--- src/rtl/dfe_pkg.sv ---
package dfe_pkg;

    // Width that holds sample minus the sum of n_taps weighted polarities, with no wrap.
    function automatic int sum_width(input int w_samp, input int w_tap, input int n_taps);
        int wmax;
        wmax = (w_samp > w_tap) ? w_samp : w_tap;
        return wmax + $clog2(n_taps + 1) + 1;
    endfunction

endpackage

--- src/rtl/dfe_isi_sum.sv ---
// Sum of N_IN weights, each signed by the polarity of one history bit.
module dfe_isi_sum #(
    parameter int W_TAP = 8,
    parameter int N_IN  = 4,
    parameter int SUM_W = 12
) (
    input  logic [N_IN*W_TAP-1:0]   w,
    input  logic [N_IN-1:0]         pol,
    output logic signed [SUM_W-1:0] isi
);

    logic signed [SUM_W-1:0] term [N_IN];

    generate
        for (genvar k = 0; k < N_IN; k++) begin : g_term
            logic signed [W_TAP-1:0] wk;
            logic signed [SUM_W-1:0] wx;
            assign wk      = w[k*W_TAP +: W_TAP];
            assign wx      = {{(SUM_W-W_TAP){wk[W_TAP-1]}}, wk};
            assign term[k] = pol[k] ? wx : -wx;
        end
    endgenerate

    always_comb begin
        isi = '0;
        for (int k = 0; k < N_IN; k++) begin
            isi = isi + term[k];
        end
    end

endmodule

--- src/rtl/dfe_spec_slice.sv ---
// One path: both candidate slicer results for the unknown preceding bit.
module dfe_spec_slice #(
    parameter int W_SAMP = 8,
    parameter int W_TAP  = 8,
    parameter int SUM_W  = 12
) (
    input  logic [W_SAMP-1:0]       x,
    input  logic signed [SUM_W-1:0] isi,
    input  logic [W_TAP-1:0]        w1,
    output logic                    bit_if0,
    output logic                    bit_if1
);

    logic signed [SUM_W-1:0] x_ext;
    logic signed [SUM_W-1:0] w1_ext;
    logic signed [SUM_W-1:0] base;
    logic signed [SUM_W-1:0] y_if0;
    logic signed [SUM_W-1:0] y_if1;

    always_comb begin
        x_ext   = {{(SUM_W-W_SAMP){x[W_SAMP-1]}}, x};
        w1_ext  = {{(SUM_W-W_TAP){w1[W_TAP-1]}}, w1};
        base    = x_ext - isi;
        // preceding bit 0 is polarity -1, so its tap term is added back
        y_if0   = base + w1_ext;
        y_if1   = base - w1_ext;
        bit_if0 = ~y_if0[SUM_W-1];
        bit_if1 = ~y_if1[SUM_W-1];
    end

endmodule

--- src/rtl/dfe_half_rate.sv ---
module dfe_half_rate
    import dfe_pkg::*;
#(
    parameter int W_SAMP = 8,
    parameter int W_TAP  = 8,
    parameter int N_TAPS = 5   // at least 3
) (
    input  logic                     clk,
    input  logic                     rst,
    input  logic                     in_valid,
    input  logic [W_SAMP-1:0]        samp_even,
    input  logic [W_SAMP-1:0]        samp_odd,
    input  logic [N_TAPS*W_TAP-1:0]  tap_w,
    output logic                     dec_even,
    output logic                     dec_odd,
    output logic                     dec_valid
);

    localparam int SUM_W = sum_width(W_SAMP, W_TAP, N_TAPS);
    localparam int TW    = N_TAPS * W_TAP;
    localparam int N_HI  = N_TAPS - 1;

    typedef struct packed {
        logic              v1;
        logic [TW-1:0]     taps;
        logic [W_SAMP-1:0] xe;
        logic [W_SAMP-1:0] xo;
        logic              vout;
        logic [N_TAPS-1:0] hist;   // bit 0 is the most recent decision
    } st_t;

    st_t st_d, st_q;

    logic signed [SUM_W-1:0] isi_e;
    logic signed [SUM_W-1:0] isi_o;
    logic e_if0, e_if1, o_if0, o_if1;
    logic dec_e_c, dec_o_c;

    // Taps 2..N: the even path looks one bit further back than the odd path.
    dfe_isi_sum #(.W_TAP(W_TAP), .N_IN(N_HI), .SUM_W(SUM_W)) isi_even_i (
        .w   (st_q.taps[TW-1:W_TAP]),
        .pol (st_q.hist[N_TAPS-1:1]),
        .isi (isi_e)
    );

    dfe_isi_sum #(.W_TAP(W_TAP), .N_IN(N_HI), .SUM_W(SUM_W)) isi_odd_i (
        .w   (st_q.taps[TW-1:W_TAP]),
        .pol (st_q.hist[N_TAPS-2:0]),
        .isi (isi_o)
    );

    dfe_spec_slice #(.W_SAMP(W_SAMP), .W_TAP(W_TAP), .SUM_W(SUM_W)) slice_even_i (
        .x       (st_q.xe),
        .isi     (isi_e),
        .w1      (st_q.taps[W_TAP-1:0]),
        .bit_if0 (e_if0),
        .bit_if1 (e_if1)
    );

    dfe_spec_slice #(.W_SAMP(W_SAMP), .W_TAP(W_TAP), .SUM_W(SUM_W)) slice_odd_i (
        .x       (st_q.xo),
        .isi     (isi_o),
        .w1      (st_q.taps[W_TAP-1:0]),
        .bit_if0 (o_if0),
        .bit_if1 (o_if1)
    );

    // Speculation resolve chain: previous odd bit -> even, then even -> odd.
    always_comb begin
        dec_e_c = st_q.hist[0] ? e_if1 : e_if0;
        dec_o_c = dec_e_c      ? o_if1 : o_if0;
    end

    always_comb begin
        st_d      = st_q;
        st_d.v1   = in_valid;
        if (in_valid) begin
            st_d.taps = tap_w;
            st_d.xe   = samp_even;
            st_d.xo   = samp_odd;
        end
        st_d.vout = st_q.v1;
        if (st_q.v1) begin
            st_d.hist = {st_q.hist[N_TAPS-3:0], dec_e_c, dec_o_c};
        end
    end

    always_ff @(posedge clk) begin
        if (rst) begin
            st_q <= '0;
        end else begin
            st_q <= st_d;
        end
    end

    assign dec_even  = st_q.hist[1];
    assign dec_odd   = st_q.hist[0];
    assign dec_valid = st_q.vout;

endmodule

--- config.mk ---
export PLATFORM = sky130hd
export DESIGN_NAME = dfe_half_rate
export DESIGN_NICKNAME = d
export VERILOG_FILES = /design/src/rtl/dfe_pkg.sv /design/src/rtl/dfe_isi_sum.sv /design/src/rtl/dfe_spec_slice.sv /design/src/rtl/dfe_half_rate.sv
export SDC_FILE = /design/constraint.sdc
export NUM_CORES = 1
export LEC_CHECK = 0
export BUFFER_PORTS_ARGS = -buffer_cell sky130_fd_sc_hd__buf_2
export CAP_MARGIN = 15
export CORE_ASPECT_RATIO = 1.5
export CORE_MARGIN = 3
export CORE_UTILIZATION = 60
export CTS_CLUSTER_SIZE = 12
export DETAILED_ROUTE_END_ITERATION = 10
export GPL_TIMING_DRIVEN = 0
export PLACE_DENSITY_LB_ADDON = 0.12
export RECOVER_POWER = 50
export SLEW_MARGIN = 10
export SYNTH_ARGS = -nofsm -noshare
export SYNTH_HDL_FRONTEND = slang
export SYNTH_SLANG_ARGS = --single-unit
--- constraint.sdc ---
create_clock -name clk -period 18.45 [get_ports clk]
set_clock_uncertainty 0.1 [all_clocks]
set_input_delay 1.845 -clock clk [delete_from_list [all_inputs] [get_ports clk]]
set_output_delay 1.845 -clock clk [all_outputs]
set_load 0.005 [all_outputs]
# ---- Yosys cells after proc, flatten, opt, wreduce, memory -nomap -nowiden
# Index checks and enable logic that the tools add are counted.
dict set report word_totals {
  register_bits 63
  input_bits 59
  out_inout_bits 3
  word_cells 36
}
dict set report op_classes {
  n_addsub 16
  muxes 10
  bitwise 4
}
# op count
set ops {}
lappend ops {{12-bit two-way mux} 8}
lappend ops {{12-bit adder} 6}
lappend ops {{8-bit negation with 12-bit output} 4}
lappend ops {{12-bit by 8-bit adder with 12-bit output} 2}
lappend ops {{12-bit by 8-bit subtractor with 12-bit output} 2}
lappend ops {{8-bit by 12-bit subtractor with 12-bit output} 2}
lappend ops {{1-bit inverter} 4}
lappend ops {{1-bit two-way mux} 2}

# ---- Depth between registers and ports, before layout
# Gate-level depths: netlist of the first run.
dict set report depth {
  ltp_word 10
  mapped_depth 29
  mapped_depth_nobuf 29
}

# ---- By module
# A second synthesis of the first run with hierarchy kept.
dict set report unflattened {
  cells_unflattened 921
  hier_area_um2 7749.9
}
# module n_inst cells_per_inst area_each_um2 seq_area_each_um2
set modules_own_cells {}
lappend modules_own_cells {dfe_half_rate 1 204 2242.2 1261.2}
lappend modules_own_cells {{dfe_isi_sum (isi_odd_i)} 1 229 1785.5 0.0}
lappend modules_own_cells {{dfe_isi_sum (isi_even_i)} 1 233 1770.4 0.0}
lappend modules_own_cells {{dfe_spec_slice (slice_even_i)} 1 128 980.9 0.0}
lappend modules_own_cells {{dfe_spec_slice (slice_odd_i)} 1 127 970.9 0.0}

# ---- Worst setup path after synthesis of the first run
# Ideal clock, no wire load.
dict set report synth_timing {
  path_type {register -> register}
  start {reg st_q[2] (netlist bit)}
  end {reg st_q (netlist bit dec_odd)}
  setup_ps 95
  t_arrival_ps 6108
  required_ps 18255
  path_slack_ps 12147
  stages_incl_launch_ff 27
  path_buffers 2
  period_less_slack_ps 6303
  path_cell_list {dfxtp_1 -> clkbuf_1 -> clkbuf_1 -> mux2i_1 -> fa_1 -> fa_1 -> fa_1 -> inv_1 -> fa_1 -> nor2b_1 -> o21ai_0 -> a21boi_0 -> o21ai_0 -> a21boi_0 -> o21a_1 -> nor2_1 -> xnor2_1 -> ha_1 -> a21o_1 -> a21oi_1 -> nand3b_1 -> o2111a_1 -> a221oi_2 -> xor2_1 -> mux2i_1 -> or3b_1 -> o311ai_1}
}
dict set report synth_via {
  elab_chain_len 9
  elab_cells_between_ends 19
  cone_classes {add/sub (11); mux (4); bitwise (4)}
}
# item line
set synth_lines {}
lappend synth_lines {{from (decl)} dfe_half_rate.sv:32} ;# st_t st_d, st_q;
lappend synth_lines {{from (signal assigned)} dfe_half_rate.sv:92} ;# st_q <= st_d;
lappend synth_lines {{12-bit two-way mux} dfe_isi_sum.sv:20} ;# assign term[k] = pol[k] ? wx : -wx;
lappend synth_lines {{12-bit adder (3 in series)} dfe_isi_sum.sv:27} ;# isi = isi + term[k];
lappend synth_lines {{8-bit by 12-bit subtractor with 12-bit output} dfe_spec_slice.sv:23} ;# base = x_ext - isi;
lappend synth_lines {{12-bit by 8-bit adder with 12-bit output / 12-bit by 8-bit subtractor with 12-bit output (equally long branches)} {dfe_spec_slice.sv:25, dfe_spec_slice.sv:26}}
lappend synth_lines {{1-bit inverter (on tied branches)} {dfe_spec_slice.sv:27, dfe_spec_slice.sv:28}}
lappend synth_lines {{1-bit two-way mux} dfe_half_rate.sv:70} ;# dec_e_c = st_q.hist[0] ? e_if1 : e_if0;
lappend synth_lines {{1-bit two-way mux *} dfe_half_rate.sv:71} ;# dec_o_c = dec_e_c ? o_if1 : o_if0;
# Mark *: on every way between the ends. The rest lies on a longest branch, timed or not.
# A chain may end at the register's enable or synchronous reset.

# ---- Final worst setup path of the first run
# Ends and elaborated chain as after synthesis.

==> results_tabular.tex, run 1 <==
\begin{tabular}{lr}
\hline
Metric & Value \\
\hline
\multicolumn{2}{l}{\textbf{Final layout}} \\
\quad Most used cells in the layout excluding fill and tap cells & inv\_1, nor2\_1, ha\_1 \\
\quad Share of post-route cells with drive strength above 1 & 0.1106 \\
\quad Area growth from synthesis to layout & 11.00\% \\
\quad Leading cell type in the layout, fill and taps excluded & inv\_1 \\
\quad \# diodes & 0 \\
\quad Layout Nets & about 1100 \\
\quad Area of the multi-input gates & approximately 5300 sq um \\
\quad Filler cell count & $\sim$980 \\
\quad Storage cell area & approximately 1300 sq um \\
\multicolumn{2}{l}{\textbf{Synthesis}} \\
\quad Post-synth cell types & 57 \\
\quad Biggest area consumer among synthesized cells & fa\_1 \\
\quad Area contributors post-synth & fa\_1, dfxtp\_1, ha\_1, mux2i\_1, xnor2\_1 \\
\quad Synth top area share & 0.1816 \\
\quad Mean post-synth cell area & $\sim$8.7 sq um \\
\quad Share of flip-flops with an asynchronous set or reset after synthesis & 0 \\
\quad Warnings, synthesis & 0 \\
\quad Cells after synthesis & between 800 and 900 \\
\quad Cell area after synthesis & a little over 7000 sq um \\
\quad Flip-flop and latch count after synthesis & 63 \\
\quad Sequential share of the synthesized area & 0.1760 \\
\quad Post-Syn Nets & 1015 \\
\quad Most common flop cell mapped by yosys & dfxtp\_1 \\
\quad Number of flops mapped to enable cells by yosys & 0 \\
\multicolumn{2}{l}{\textbf{Global route}} \\
\quad Number of global-route vias before repair & $\sim$6000 \\
\quad Maximum number of pins on one net before global-route repair & 13 \\
\quad Wire length of the first global-routing pass & between 20 and 30 mm \\
\quad Antenna violations before repair & 0 \\
\quad Total gr overflow & 0 \\
\quad Total GRT Usage & 0.2842 \\
\multicolumn{2}{l}{\textbf{Clock network}} \\
\quad Count of cells resized by post-cts repair & 0 \\
\quad Hold-fix buffer count after cts & 0 \\
\quad Sinks on Clock Net & 63 \\
\quad Longest Clk Path Bufs & 2 \\
\quad CTS clock-pin slew for the worst setup and hold paths & approximately 0.060 ns \\
\quad Cell chosen for the clock root & clkbuf\_16 \\
\quad Worst-skew pair later-pin latency & $\sim$0.35 ns \\
\quad Post-CTS Setup Bufs & 0 \\
\quad Inserted Clock Buffers & 9 \\
\quad H-tree lvl count & 3 \\
\quad TritonCTS clock tree & yes \\
\multicolumn{2}{l}{\textbf{Placement}} \\
\quad Count of input and output buffers & 59 \\
\quad RePlAce Congestion & $\sim$0.94 \\
\quad Detailed-placement wirelength estimate & around 15 mm \\
\multicolumn{2}{l}{\textbf{Setup path}} \\
\quad Largest fanout of any net on the critical path & 10 \\
\quad Element type at the critical path end & flop \\
\quad Crit path arrival time & $\sim$8 ns \\
\quad CP Launch Type & flop \\
\quad Required arrival time at the worst endpoint & approximately 19 ns \\
\quad Crit Path Class & reg2reg \\
\multicolumn{2}{l}{\textbf{Timing}} \\
\quad Final number of max-transition violations & 0 \\
\quad Final clock period utilization by the worst path & 0.4149 \\
\quad Number of failing hold endpoints at the final stage & 0 \\
\quad Remaining max-slew budget at the tightest pin & 0.3452 \\
\quad Sum Neg Setup Slack & 0 ns \\
\quad F\_max & about 130 MHz \\
\quad Worst-margin pin slew & 0.9823 ns \\
\quad Setup-failing EPs final & 0 \\
\quad Min Clock Period, post-route & 7.654 ns \\
\quad Setup repair after global routing missed its margin & false \\
\multicolumn{2}{l}{\textbf{Floorplan}} \\
\quad Site Rows & 48 \\
\quad Initial Util & 0.6183 \\
\quad Core ar. & 11590 sq um \\
\quad Width of the die & about 95 um \\
\quad DIE AREA & approximately 13000 sq um \\
\quad Y dimension of the die & between 100 and 150 um \\
\quad I/O pins & 62 \\
\multicolumn{2}{l}{\textbf{Routing}} \\
\quad Final ANT Viol Nets & 0 \\
\quad Vias per cell & roughly 5.4 \\
\quad Wire length reported by the detailed router & roughly 18 mm \\
\quad Average routed wire per standard cell & roughly 17 um \\
\quad Count of routing violations after the opening detailed-route iteration & $\sim$140 \\
\quad Initial DRT Pass Iterations & 4 \\
\quad Total number of vias & between 5000 and 6000 \\
\quad Post-route DRC violation count & 0 \\
\multicolumn{2}{l}{\textbf{Min path}} \\
\quad Tightest Hold Check Type & reg2reg \\
\multicolumn{2}{l}{\textbf{Flow run}} \\
\quad Max-cap violation count & 0 \\
\multicolumn{2}{l}{\textbf{Outcome}} \\
\quad Result of the run & completed \\
\hline
\end{tabular}
through the flow:
step | hold slack [ns] | area (sq um) | std cells | util | setup slack, ns
final | 0.4028 | 7955 | 1045 | 0.6863 | 10.80
after global routing | 0.4198 | 7955 | 1045 | 0.6863 | 10.38
after CTS | 0.4042 | 7969 | 1045 | 0.6875 | 10.92
after detailed placement | 0.3888 | 7650 | 1029 | 0.6600 | 10.95
after global placement | 0.3749 | 7650 | 1029 | 0.6600 | 11.04
after floorplan | 0.3604 | 7167 | 820 | - | 12.15
critical path, cell delays in order (launching register included):
cell      delay, ns
dfxtp_1        0.37
clkbuf_1       0.45
clkbuf_1       0.54
mux2i_1        0.32
fa_1           0.46
fa_1           0.54
fa_1           0.56
inv_1          0.06
fa_1           0.45
nor2b_1        0.12
o21ai_0        0.11
a21boi_0       0.26
o21ai_0        0.16
a21boi_0       0.27
o21a_1         0.19
nor2_1         0.06
xnor2_1        0.24
ha_1           0.33
a21o_1         0.17
a21oi_1        0.19
nand3b_1       0.12
o2111a_1       0.25
a221oi_2       0.20
xor2_1         0.40
mux2i_1        0.15
or3b_1         0.39
o311ai_1       0.09
cell usage after synthesis, types with 3 or more instances:
cell type	count
ha_1	71
a21o_1	7
inv_1	135
clkbuf_1	22
o21ai_1	3
xnor2_1	65
mux2_2	6
nand3_1	3
buf_1	3
or2_2	3
and2_1	3
a221oi_1	3
mux2i_1	70
dfxtp_1	63
a21oi_1	34
nand2b_1	5
a21boi_0	5
nor2b_1	6
nor2_1	129
fa_1	65
o21ai_2	3
nor3_1	11
or4_4	3
o21a_1	12
o21ai_0	21
a211oi_1	3
xor2_1	10
nand2_1	19
cell families (layout without fill, tap and decap cells):
logic type,Yosys count,count (layout),share of synthesized area
compound gates,107,107,0.09567
xor+xnor,78,78,0.1004
fa+ha+maj,136,136,0.3055
buf+inv,165,240,0.08974
flops,63,63,0.1760
mux,76,76,0.1072
simple gates,195,195,0.1255
registers in the layout (all words and copies together), names as in the netlist:
signal and cells:
st_q 59, dec_even 1, dec_valid 1, st_d 1
dec_odd 1
per-layer routing:
metal	vias to the layer above	part of all wire	GRT usage
li1	2756	-	-
met1	2703	0.38	0.3109
met2	139	0.54	0.5253
met3	39	0.043	0.05246
met4	0	0.029	0.1095
met5	-	0	0
final cells by class:
type | count | area share
repair buffers | 59 | 0.03665
multi-input cells | 592 | 0.6615
clock buffers | 12 | 0.03350
plain buffers | 30 | 0.01589
well taps | 150 | 0.02359
inverters | 135 | 0.06370
flip-flops and latches | 63 | 0.1585
clock inverters | 4 | 0.006606
path summary, 6_finish.rpt:
path	slack (ns)	endpoint	from	depth (start not counted)
worst min register to register	0.40	st_q[10]	st_q[10]	2
worst min-delay path	0.40	st_q[10]	st_q[10]	2
worst max-delay path	10.80	dec_odd	st_q[2]	26
worst max register to register	10.80	dec_odd	st_q[2]	26
Power of run 1 is not shown: default switching activity piles up to over one toggle a cycle in this logic, so the estimate is an artifact.
==> run 2: changes to the inputs <==
Clock period 18.45 ns to 8 ns, I/O delays scaled along.
==> run 2 against run 1 <==
Via count unchanged. Worst setup slack worse by 10 ns. First-iteration DRC count down 1.4%. Non-clock buffer count unchanged. Cell count unchanged. Critical path depth unchanged. Flip-flop and latch count unchanged. Register-to-register slack worse by 10 ns. Highest routed layer unchanged. Maximum frequency up 1.4%.
==> results_tabular.tex, run 2 (synthesis gave the netlist of run 1 again) <==
\begin{tabular}{lr}
\hline
Metric & Value \\
\hline
\multicolumn{2}{l}{\textbf{Outcome}} \\
\quad Result of the run & completed \\
\multicolumn{2}{l}{\textbf{Placement}} \\
\quad RePlAce Congestion & 0.9428 (unchanged) \\
\quad Number of cells in the design after placement & 1029 (unchanged) \\
\quad Detailed-placement wirelength estimate & 14.67 mm (unchanged) \\
\quad Instance area at placement & 7650 sq um (unchanged) \\
\quad Count of input and output buffers & 59 (unchanged) \\
\multicolumn{2}{l}{\textbf{Floorplan}} \\
\quad Site Rows & 48 (unchanged) \\
\quad DIE AREA & 13320 sq um (unchanged) \\
\quad I/O pins & 62 (unchanged) \\
\quad Y dimension of the die & 139.9 um (unchanged) \\
\quad Core ar. & 11590 sq um (unchanged) \\
\quad Width of the die & 95.24 um (unchanged) \\
\quad Initial Util & 0.6183 (unchanged) \\
\multicolumn{2}{l}{\textbf{Min path}} \\
\quad Tightest Hold Check Type & reg2reg \\
\quad Endpoint of the worst hold path & st\_q[10] \\
\quad Cell depth of the worst min-delay path & 2 (unchanged) \\
\quad Hold path start & st\_q[10] \\
\multicolumn{2}{l}{\textbf{Setup path}} \\
\quad Cell depth of the worst flop-to-flop path & 26 (unchanged) \\
\quad Crit path arrival time & 7.70 ns (-0.11 ns) \\
\quad Largest fanout of any net on the critical path & 10 (unchanged) \\
\quad End of the worst register-to-register path & dec\_odd \\
\quad Worst reg-to-reg setup slack & 0.45 ns (-10.34 ns) \\
\quad Element type at the critical path end & flop \\
\quad Buffer and inverter count on the worst path & 3 (unchanged) \\
\quad Slowest stage delay, CP & 0.56 ns (about the same) \\
\quad Worst path slowest cell & fa\_1 \\
\quad Crit Path Class & reg2reg \\
\quad Top delay family on crit path & adder cells \\
\quad Required arrival time at the worst endpoint & 8.16 ns (-10.45 ns) \\
\quad CP Launch Type & flop \\
\quad FF-to-FF Start & st\_q[3] \\
\quad Cell with the most instances on the worst path & fa\_1 \\
\multicolumn{2}{l}{\textbf{Timing}} \\
\quad Setup repair after global routing missed its margin & false \\
\quad Worst-margin pin slew & 0.9823 ns (+0.00002122 ns) \\
\quad Number of failing hold endpoints at the final stage & 0 (unchanged) \\
\quad Remaining max-slew budget at the tightest pin & 0.3451 (about the same) \\
\quad Setup-failing EPs final & 0 (unchanged) \\
\quad Sum Neg Setup Slack & 0 ns (unchanged) \\
\quad Worst Hold Margin & 0.4028 ns (-0.000007000 ns) \\
\quad Final clock period utilization by the worst path & 0.9433 (+0.5285) \\
\quad Final number of max-transition violations & 0 (unchanged) \\
\quad Min Clock Period, post-route & 7.547 ns (-0.1075 ns) \\
\quad F\_max & 132.5 MHz (+1.4\%) \\
\multicolumn{2}{l}{\textbf{Global route}} \\
\quad Wire length of the first global-routing pass & 29.04 mm (unchanged) \\
\quad Maximum number of pins on one net before global-route repair & 13 (unchanged) \\
\quad Number of global-route vias before repair & 5997 (unchanged) \\
\quad Total GRT Usage & 0.2842 (unchanged) \\
\quad Total gr overflow & 0 (unchanged) \\
\quad Antenna violations before repair & 0 (unchanged) \\
\multicolumn{2}{l}{\textbf{Flow run}} \\
\quad Max-cap violation count & 0 (unchanged) \\
\multicolumn{2}{l}{\textbf{Routing}} \\
\quad Total number of vias & 5637 (unchanged) \\
\quad Post-route DRC violation count & 0 (unchanged) \\
\quad Vias per cell & 5.394 (unchanged) \\
\quad Initial DRT Pass Iterations & 4 (unchanged) \\
\quad Average routed wire per standard cell & 16.88 um (about the same) \\
\quad Count of routing violations after the opening detailed-route iteration & 136 (-1.4\%) \\
\quad Wire length reported by the detailed router & 17.64 mm (about the same) \\
\quad Final ANT Viol Nets & 0 (unchanged) \\
\multicolumn{2}{l}{\textbf{Clock network}} \\
\quad Hold-fix buffer count after cts & 0 (unchanged) \\
\quad Worst-skew pair later-pin latency & 0.35 ns (about the same) \\
\quad Inserted Clock Buffers & 9 (unchanged) \\
\quad Sinks on Clock Net & 63 (unchanged) \\
\quad TritonCTS clock tree & yes \\
\quad H-tree lvl count & 3 (unchanged) \\
\quad CTS clock-pin slew for the worst setup and hold paths & 0.06 ns (about the same) \\
\quad Cell chosen for the clock root & clkbuf\_16 \\
\quad Longest Clk Path Bufs & 2 (unchanged) \\
\multicolumn{2}{l}{\textbf{Final layout}} \\
\quad Layout Nets & 1085 (unchanged) \\
\quad Number of standard cells in the final layout excluding fillers & 1045 (unchanged) \\
\quad Area growth from synthesis to layout & 11.02\% (about the same) \\
\quad Number of flip-flops under the largest register name & 59 (unchanged) \\
\quad Share of post-route cells with drive strength above 1 & 0.1117 (+0.001117) \\
\quad Leading cell type in the layout, fill and taps excluded & inv\_1 \\
\quad Final design instance area without fill & 7956 sq um (about the same) \\
\quad Most used cells in the layout excluding fill and tap cells & inv\_1, nor2\_1, ha\_1 \\
\quad \# diodes & 0 (unchanged) \\
\quad Filler cell count & 978 (unchanged) \\
\quad Register with the highest flop count & st\_q \\
\hline
\end{tabular}
[run 2: changes by cell type in the layout (fill, tap and decap cells not counted)]
| cell | delta |
|---|---|
| clkbuf_1 | -1 |
| clkbuf_2 | +1 |
[run 2: worst max-delay path by stage]
stage / start / end / slack (ns) / cells after the start
after floorplan: st_q[2] / dec_odd / 1.70 / 26
after global placement: st_q[2] / dec_odd / 0.59 / 26
after detailed placement: st_q[2] / dec_odd / 0.50 / 26
after CTS: st_q[2] / dec_odd / 0.47 / 26
after global routing: st_q[3] / dec_odd / 0.01 / 26
final: st_q[3] / dec_odd / 0.45 / 26
[run 2: tightest hold or removal path, cell delays in order (launching register included)]
cell,delay [ns]
dfxtp_1,0.33
mux2i_1,0.07
nor2_1,0.07
[run 2: final cells by class]
cell class | count | area [sq um] | area share
multi-input combinational | 592 | 5263 | 0.6614
timing repair buffer | 59 | 291.5 | 0.03664
inverter | 135 | 506.7 | 0.06369
clock buffer | 12 | 266.5 | 0.03350
buffer | 30 | 127.6 | 0.01604
tap | 150 | 187.7 | 0.02359
clock inverter | 4 | 52.55 | 0.006605
sequential | 63 | 1261 | 0.1585
[run 2: timing repair]
action / in CTS / in global routing
buffers inserted: 0 / 0
setup endpoints to repair: 0 / 1
endpoints found under the hold margin: 0 / 0
resized for setup: 0 / 2
[run 2: through the flow]
step | util | worst slack, ns
2_1_floorplan | - | 1.697
3_3_place_gp | 0.6600 | 0.5859
3_5_place_dp | 0.6600 | 0.4984
4_1_cts | 0.6875 | 0.4701
5_1_grt | 0.6864 | 0.01134
6_report | 0.6864 | 0.4534
[run 2: per-layer routing]
metal,share of wire,track usage
met5,0,0
met1,0.38,0.3109
met2,0.54,0.5253
met3,0.043,0.05246
met4,0.029,0.1095
Power of run 2 is left out for the same reason.
